`src/rtl/burst_mod_pkg.sv`:
```
package burst_mod_pkg;
  localparam int unsigned CAR_W_D = 8;
  localparam int unsigned PRE_W_D = 4;
  localparam int unsigned BIT_W_D = 8;
  localparam int unsigned SR_W_D  = 8;
  localparam int unsigned SYNC_N  = 2;
endpackage

```
`src/rtl/carrier_gen.sv`:
```
module carrier_gen import burst_mod_pkg::*; #(
  parameter int unsigned CAR_W = CAR_W_D
) (
  input  logic             clk_i,
  input  logic             rst_ni,
  input  logic             en_i,
  input  logic             clk_sel_i,
  input  logic             ext_clk_i,
  input  logic [CAR_W-1:0] cmp_i,
  output logic             tog_o
);
  localparam int unsigned SW = SYNC_N + 1;

  logic [SW-1:0]    ext_q;
  logic [CAR_W-1:0] cnt_q;
  logic             tog_q;
  logic             ext_rise, tick;

  assign ext_rise = ext_q[SW-2] & ~ext_q[SW-1];
  assign tick     = en_i & (clk_sel_i ? ext_rise : 1'b1);

  always_ff @(posedge clk_i or negedge rst_ni) begin
    if (!rst_ni) begin
      ext_q <= '0;
      cnt_q <= '0;
      tog_q <= 1'b0;
    end else begin
      ext_q <= {ext_q[SW-2:0], ext_clk_i};
      if (tick) begin
        if (cnt_q >= cmp_i) begin
          cnt_q <= '0;
          tog_q <= ~tog_q;
        end else begin
          cnt_q <= cnt_q + 1'b1;
        end
      end
    end
  end

  assign tog_o = tog_q;
endmodule

```
`src/rtl/bit_timer.sv`:
```
module bit_timer import burst_mod_pkg::*; #(
  parameter int unsigned PRE_W = PRE_W_D,
  parameter int unsigned BIT_W = BIT_W_D
) (
  input  logic             clk_i,
  input  logic             rst_ni,
  input  logic             en_i,
  input  logic             restart_i,
  input  logic [PRE_W-1:0] pre_val_i,
  input  logic [BIT_W-1:0] cmp_i,
  output logic             shift_o
);
  logic [PRE_W-1:0] pre_q;
  logic [BIT_W-1:0] cnt_q;
  logic             tog_q;
  logic             pre_hit, cnt_hit;

  assign pre_hit = pre_q >= pre_val_i;
  assign cnt_hit = cnt_q >= cmp_i;

  always_ff @(posedge clk_i or negedge rst_ni) begin
    if (!rst_ni) begin
      pre_q <= '0;
      cnt_q <= '0;
      tog_q <= 1'b0;
    end else if (restart_i) begin
      // start high so the first rising toggle lands one full bit later
      pre_q <= '0;
      cnt_q <= '0;
      tog_q <= 1'b1;
    end else if (en_i) begin
      if (pre_hit) begin
        pre_q <= '0;
        if (cnt_hit) begin
          cnt_q <= '0;
          tog_q <= ~tog_q;
        end else begin
          cnt_q <= cnt_q + 1'b1;
        end
      end else begin
        pre_q <= pre_q + 1'b1;
      end
    end
  end

  assign shift_o = en_i & ~restart_i & pre_hit & cnt_hit & ~tog_q;
endmodule

```
`src/rtl/ser_shift.sv`:
```
module ser_shift import burst_mod_pkg::*; #(
  parameter int unsigned SR_W = SR_W_D
) (
  input  logic            clk_i,
  input  logic            rst_ni,
  input  logic            load_i,
  input  logic [SR_W-1:0] data_i,
  input  logic            shift_i,
  output logic            ser_o,
  output logic            done_o
);
  localparam int unsigned LW = $clog2(SR_W + 1);

  logic [SR_W-1:0] sr_q;
  logic [LW-1:0]   left_q;
  logic            done_q;

  always_ff @(posedge clk_i or negedge rst_ni) begin
    if (!rst_ni) begin
      sr_q   <= '0;
      left_q <= '0;
      done_q <= 1'b0;
    end else if (load_i) begin
      sr_q   <= data_i;
      left_q <= LW'(SR_W);
      done_q <= 1'b0;
    end else if (shift_i && left_q != '0) begin
      sr_q   <= {sr_q[SR_W-2:0], 1'b0};
      left_q <= left_q - 1'b1;
      if (left_q == LW'(1)) done_q <= 1'b1;
    end
  end

  assign ser_o  = (left_q != '0) & sr_q[SR_W-1];
  assign done_o = done_q;
endmodule

```
`src/rtl/burst_mod_top.sv`:
```
module burst_mod_top import burst_mod_pkg::*; #(
  parameter int unsigned CAR_W = CAR_W_D,
  parameter int unsigned PRE_W = PRE_W_D,
  parameter int unsigned BIT_W = BIT_W_D,
  parameter int unsigned SR_W  = SR_W_D
) (
  input  logic             clk_i,
  input  logic             rst_ni,
  input  logic             ext_clk_i,
  input  logic             clk_sel_i,
  input  logic             en_i,
  input  logic [CAR_W-1:0] car_cmp_i,
  input  logic [PRE_W-1:0] pre_val_i,
  input  logic [BIT_W-1:0] bit_cmp_i,
  input  logic             load_i,
  input  logic [SR_W-1:0]  data_i,
  output logic             burst_o,
  output logic             done_o
);
  logic car_tog_w, shift_w, gate_w;

  carrier_gen #(.CAR_W(CAR_W)) u_car (
    .clk_i, .rst_ni, .en_i, .clk_sel_i, .ext_clk_i,
    .cmp_i(car_cmp_i), .tog_o(car_tog_w)
  );

  bit_timer #(.PRE_W(PRE_W), .BIT_W(BIT_W)) u_bit (
    .clk_i, .rst_ni, .en_i, .restart_i(load_i),
    .pre_val_i, .cmp_i(bit_cmp_i), .shift_o(shift_w)
  );

  ser_shift #(.SR_W(SR_W)) u_sr (
    .clk_i, .rst_ni, .load_i, .data_i, .shift_i(shift_w),
    .ser_o(gate_w), .done_o
  );

  // combinational gate: output drops in the cycle the bit goes low
  assign burst_o = gate_w & car_tog_w;
endmodule

```
`config.mk`:
```
export PLATFORM = sky130hd
export DESIGN_NAME = burst_mod_top
export DESIGN_NICKNAME = d
export VERILOG_FILES = /design/src/rtl/burst_mod_pkg.sv /design/src/rtl/carrier_gen.sv /design/src/rtl/bit_timer.sv /design/src/rtl/ser_shift.sv /design/src/rtl/burst_mod_top.sv
export SDC_FILE = /design/constraint.sdc
export NUM_CORES = 1
export LEC_CHECK = 0
export ABC_AREA = 1
export BUFFER_PORTS_ARGS = -buffer_cell sky130_fd_sc_hd__clkbuf_2
export CAP_MARGIN = 40
export CORE_ASPECT_RATIO = 0.5
export CORE_UTILIZATION = 53
export CTS_CLUSTER_DIAMETER = 50
export DETAILED_ROUTE_END_ITERATION = 10
export GPL_TIMING_DRIVEN = 0
export HOLD_SLACK_MARGIN = 0.03
export PLACE_DENSITY_LB_ADDON = 0.05
export SLEW_MARGIN = 0
export SYNTH_ARGS = -nofsm -noshare
export SYNTH_HDL_FRONTEND = slang
export SYNTH_SLANG_ARGS = --single-unit
```
`constraint.sdc`:
```
create_clock -name clk_i -period 2.6 [get_ports clk_i]
set_clock_uncertainty 0.05 [all_clocks]
set_input_delay 0.52 -clock clk_i [delete_from_list [all_inputs] [get_ports clk_i]]
set_output_delay 0.52 -clock clk_i [all_outputs]
set_load 0.02 [all_outputs]
```
==> impl_metrics.py <==
metrics = {
    "floorplanning": {
        "dieWidth_um": 101,
        "die-area_mm2": 0.00516,
        "core_mm2": 0.00453,
        "die_h_um": 51.3,
        "rows": 17,
        "start_util": 0.569,
        "boundaryPins": 36,
    },
    "sta": {
        "tightest_slew_ns": 0.440,
        "relSlewSlack": 0.707,
        "slew_viol_final": 0,
        "fin_ws_ns": 0.524,
        "post-route-period-util": 0.799,
        "period_needed_ns": 2.08,
        "finalSetupViolations": 0,
        "finalSetupTns_ns": 0,
        "max_freq_mhz": 482,
        "rsz0062_at_grt": "no",
        "hold_viol": 0,
    },
    "setup_path": {
        "worstSetupPathType": "register to output port",
        "cp.required_ns": 2.03,
        "endpoint_kind": "output port",
        "path_max_fanout": 4,
        "worstRegToRegCells": 11,
        "r2r-end": "u_bit.tog_q$_DFFE_PN0P_",
        "cp-start-kind": "register",
        "arrival_ns": 1.51,
        "r2r-start": "u_bit.pre_q[2]$_DFFE_PN0P_",
        "reg2reg_slack_ns": 0.81,
    },
    "placement": {
        "dp_hpwl_mm": 3.89,
        "post-place-cells": 456,
        "preCtsSetupSlack_ns": 0.628,
        "port_buffers": 35,
        "routabilityCongestion": 0.782,
    },
    "power_and_ir_drop": {
        "p_clk_frac": 0.247,
        "power_frac_comb": 0.283,
        "p_seq_frac": 0.470,
        "intPower_mw": 1.11,
        "powerDensity_mw_per_mm2": 573,
        "power_switching_share": 0.344,
        "p_leak_nw": 1.80,
        "ir_worst_vdd_uv": 230,
        "net-switching-power_mw": 0.582,
        "total_power_mw": 1.69,
    },
    "route": {
        "ant_nets": 0,
        "vias": 2238,
        "routed_wl_mm": 4.99,
        "first_pass_iters": 4,
        "avgViaCountPerCell": 4.82,
        "drt_iter0_drc": 68,
        "routedWlPerCell_um": 10.8,
        "post-route-drc-count": 0,
    },
    "finish": {
        "area_delta_synth_final_pct": 14.3,
        "fillers": 406,
        "final_cell_count_no_fill": 464,
        "diodes": 0,
        "finalNetCount": 457,
        "mostFrequentLayoutCell": "nand2_1",
        "drive_gt1_frac": 0.151,
        "final_cell_mix": "121 x nand2_1, 59 x inv_1, 38 x dfrtp_1",
    },
    "clocking": {
        "clock_latency_ns": 0.29,
        "numCtsBuffers": 5,
        "cts_buffer_depth": 2,
        "root_buffer": "clkbuf_8",
        "clk_pin_slew_worst_paths_ns": 0.07,
        "cts.sinks": 38,
        "hold_buffers": 0,
        "post_cts_resized": 0,
        "cts_tree": "built",
        "clock_tree.htree_level_count": 2,
        "cts_setup_buffers": 0,
    },
    "grt": {
        "overflow": 0,
        "antenna_found_initial": 0,
        "grt_pass1_wl_mm": 8.51,
        "grt_pass1_vias": 2035,
        "grt_max_degree": 26,
        "grt_use_total": 0.214,
    },
    "min_path": {
        "hold_path_class": "input pin to async pin",
    },
    "synth": {
        "ys_seq_area_frac": 0.369,
        "yosys_warnings": 0,
        "ys_ff_latch": 38,
        "synth_area_mm2": 0.00258,
        "synth_nets": 414,
        "syn_avg_cell_area_um2": 7.28,
        "synthDistinctLibCells": 25,
        "synthCells": 354,
    },
    "status": {
        "status": "finished clean",
    },
    "job": {
        "drv_cap": 0,
    },
}
[power by group through the flow]
stage / Clock [mW] / Combinational [mW] / Sequential (mW)
after floorplan: 0 / 0.359 / 0.774
after global placement: 0 / 0.449 / 0.797
final: 0.417 / 0.478 / 0.794
after global routing: 0.459 / 0.575 / 0.804
after CTS: 0.433 / 0.487 / 0.791
after detailed placement: 0 / 0.483 / 0.801
[logic make-up (layout without fill, tap and decap cells)]
| logic type | count (synthesis) | count (layout) | synth area share |
|---|---|---|---|
| compound gates | 19 | 19 | 0.0388 |
| flops | 38 | 38 | 0.369 |
| buf+inv | 68 | 112 | 0.106 |
| fa+ha+maj | 26 | 26 | 0.126 |
| xor+xnor | 12 | 12 | 0.0408 |
| simple gates | 191 | 191 | 0.319 |
[synthesized netlist by cell type (all sizes together)]
library cell  count  area, um2
nand2           125        494
inv              62        233
dfrtp            38        951
nand3            31        165
ha               26        325
nor2             25       98.8
xor2             11       96.3
a21oi             9       45.0
o21ai             8       40.0
buf               5       36.3
nand4             5       31.3
a21o              2       15.0
nor3b             2       15.0
clkbuf            1       3.75
nand3b            1       7.51
nor3              1       5.00
or2               1       6.26
xnor2             1       8.76
[metal layers]
layer  wire length [um]  track usage
met2               2400        0.395
met5                  0            0
met1               2400        0.259
met3                187       0.0410
met4                 13       0.0580
[state kept, by name, indices dropped and copies added (netlist names)]
register and count:
u_bit.pre_q 4, u_bit.cnt_q 8, u_sr.sr_q 8, u_sr.done_o 1
u_car.ext_q 3, u_car.cnt_q 8, u_bit.tog_q 1, u_sr.left_q 4
u_car.tog_o 1
[critical path, cell delays in order (launching register included)]
cell and delay [ns]:
dfrtp_1 0.42, inv_1 0.12, ha_1 0.15, nor3b_1 0.30, nor2_1 0.07, clkbuf_2 0.16
[layout make-up]
type                            count  area [um2]  area share
Inverter                           62         233      0.0790
Timing Repair Buffer               36         195      0.0662
Clock buffer                        7        86.3      0.0293
Sequential cell                    38         951       0.323
Multi-Input combinational cell    248        1350       0.459
Clock inverter                      1        5.00     0.00170
Tap cell                           66        82.6      0.0280
Buffer                              6        40.0      0.0136
[how the worst max path moves through the flow]
stage | slack [ns] | end | start
6_report | 0.52 | burst_o | u_sr.left_q[0]$_DFFE_PN0P_
5_1_grt | 0.39 | burst_o | u_sr.left_q[0]$_DFFE_PN0P_
4_1_cts | 0.52 | burst_o | u_sr.left_q[0]$_DFFE_PN0P_
3_5_place_dp | 0.63 | u_bit.cnt_q[0]$_DFFE_PN0P_ | pre_val_i[2]
3_3_place_gp | 0.66 | u_car.cnt_q[3]$_DFFE_PN0P_ | car_cmp_i[7]
2_1_floorplan | 0.88 | u_sr.sr_q[4]$_DFFE_PN0P_ | bit_cmp_i[5]
[stage by stage]
stage	hold WS (ns)	util	cell area (um2)
after detailed placement	0.297	0.630	2860
after global placement	0.283	0.626	2840
after floorplan	0.174	-	2580
final	0.0912	0.650	2950
after CTS	0.0865	0.650	2950
after global routing	0.103	0.650	2950
Power figures use the tool's default switching activity.
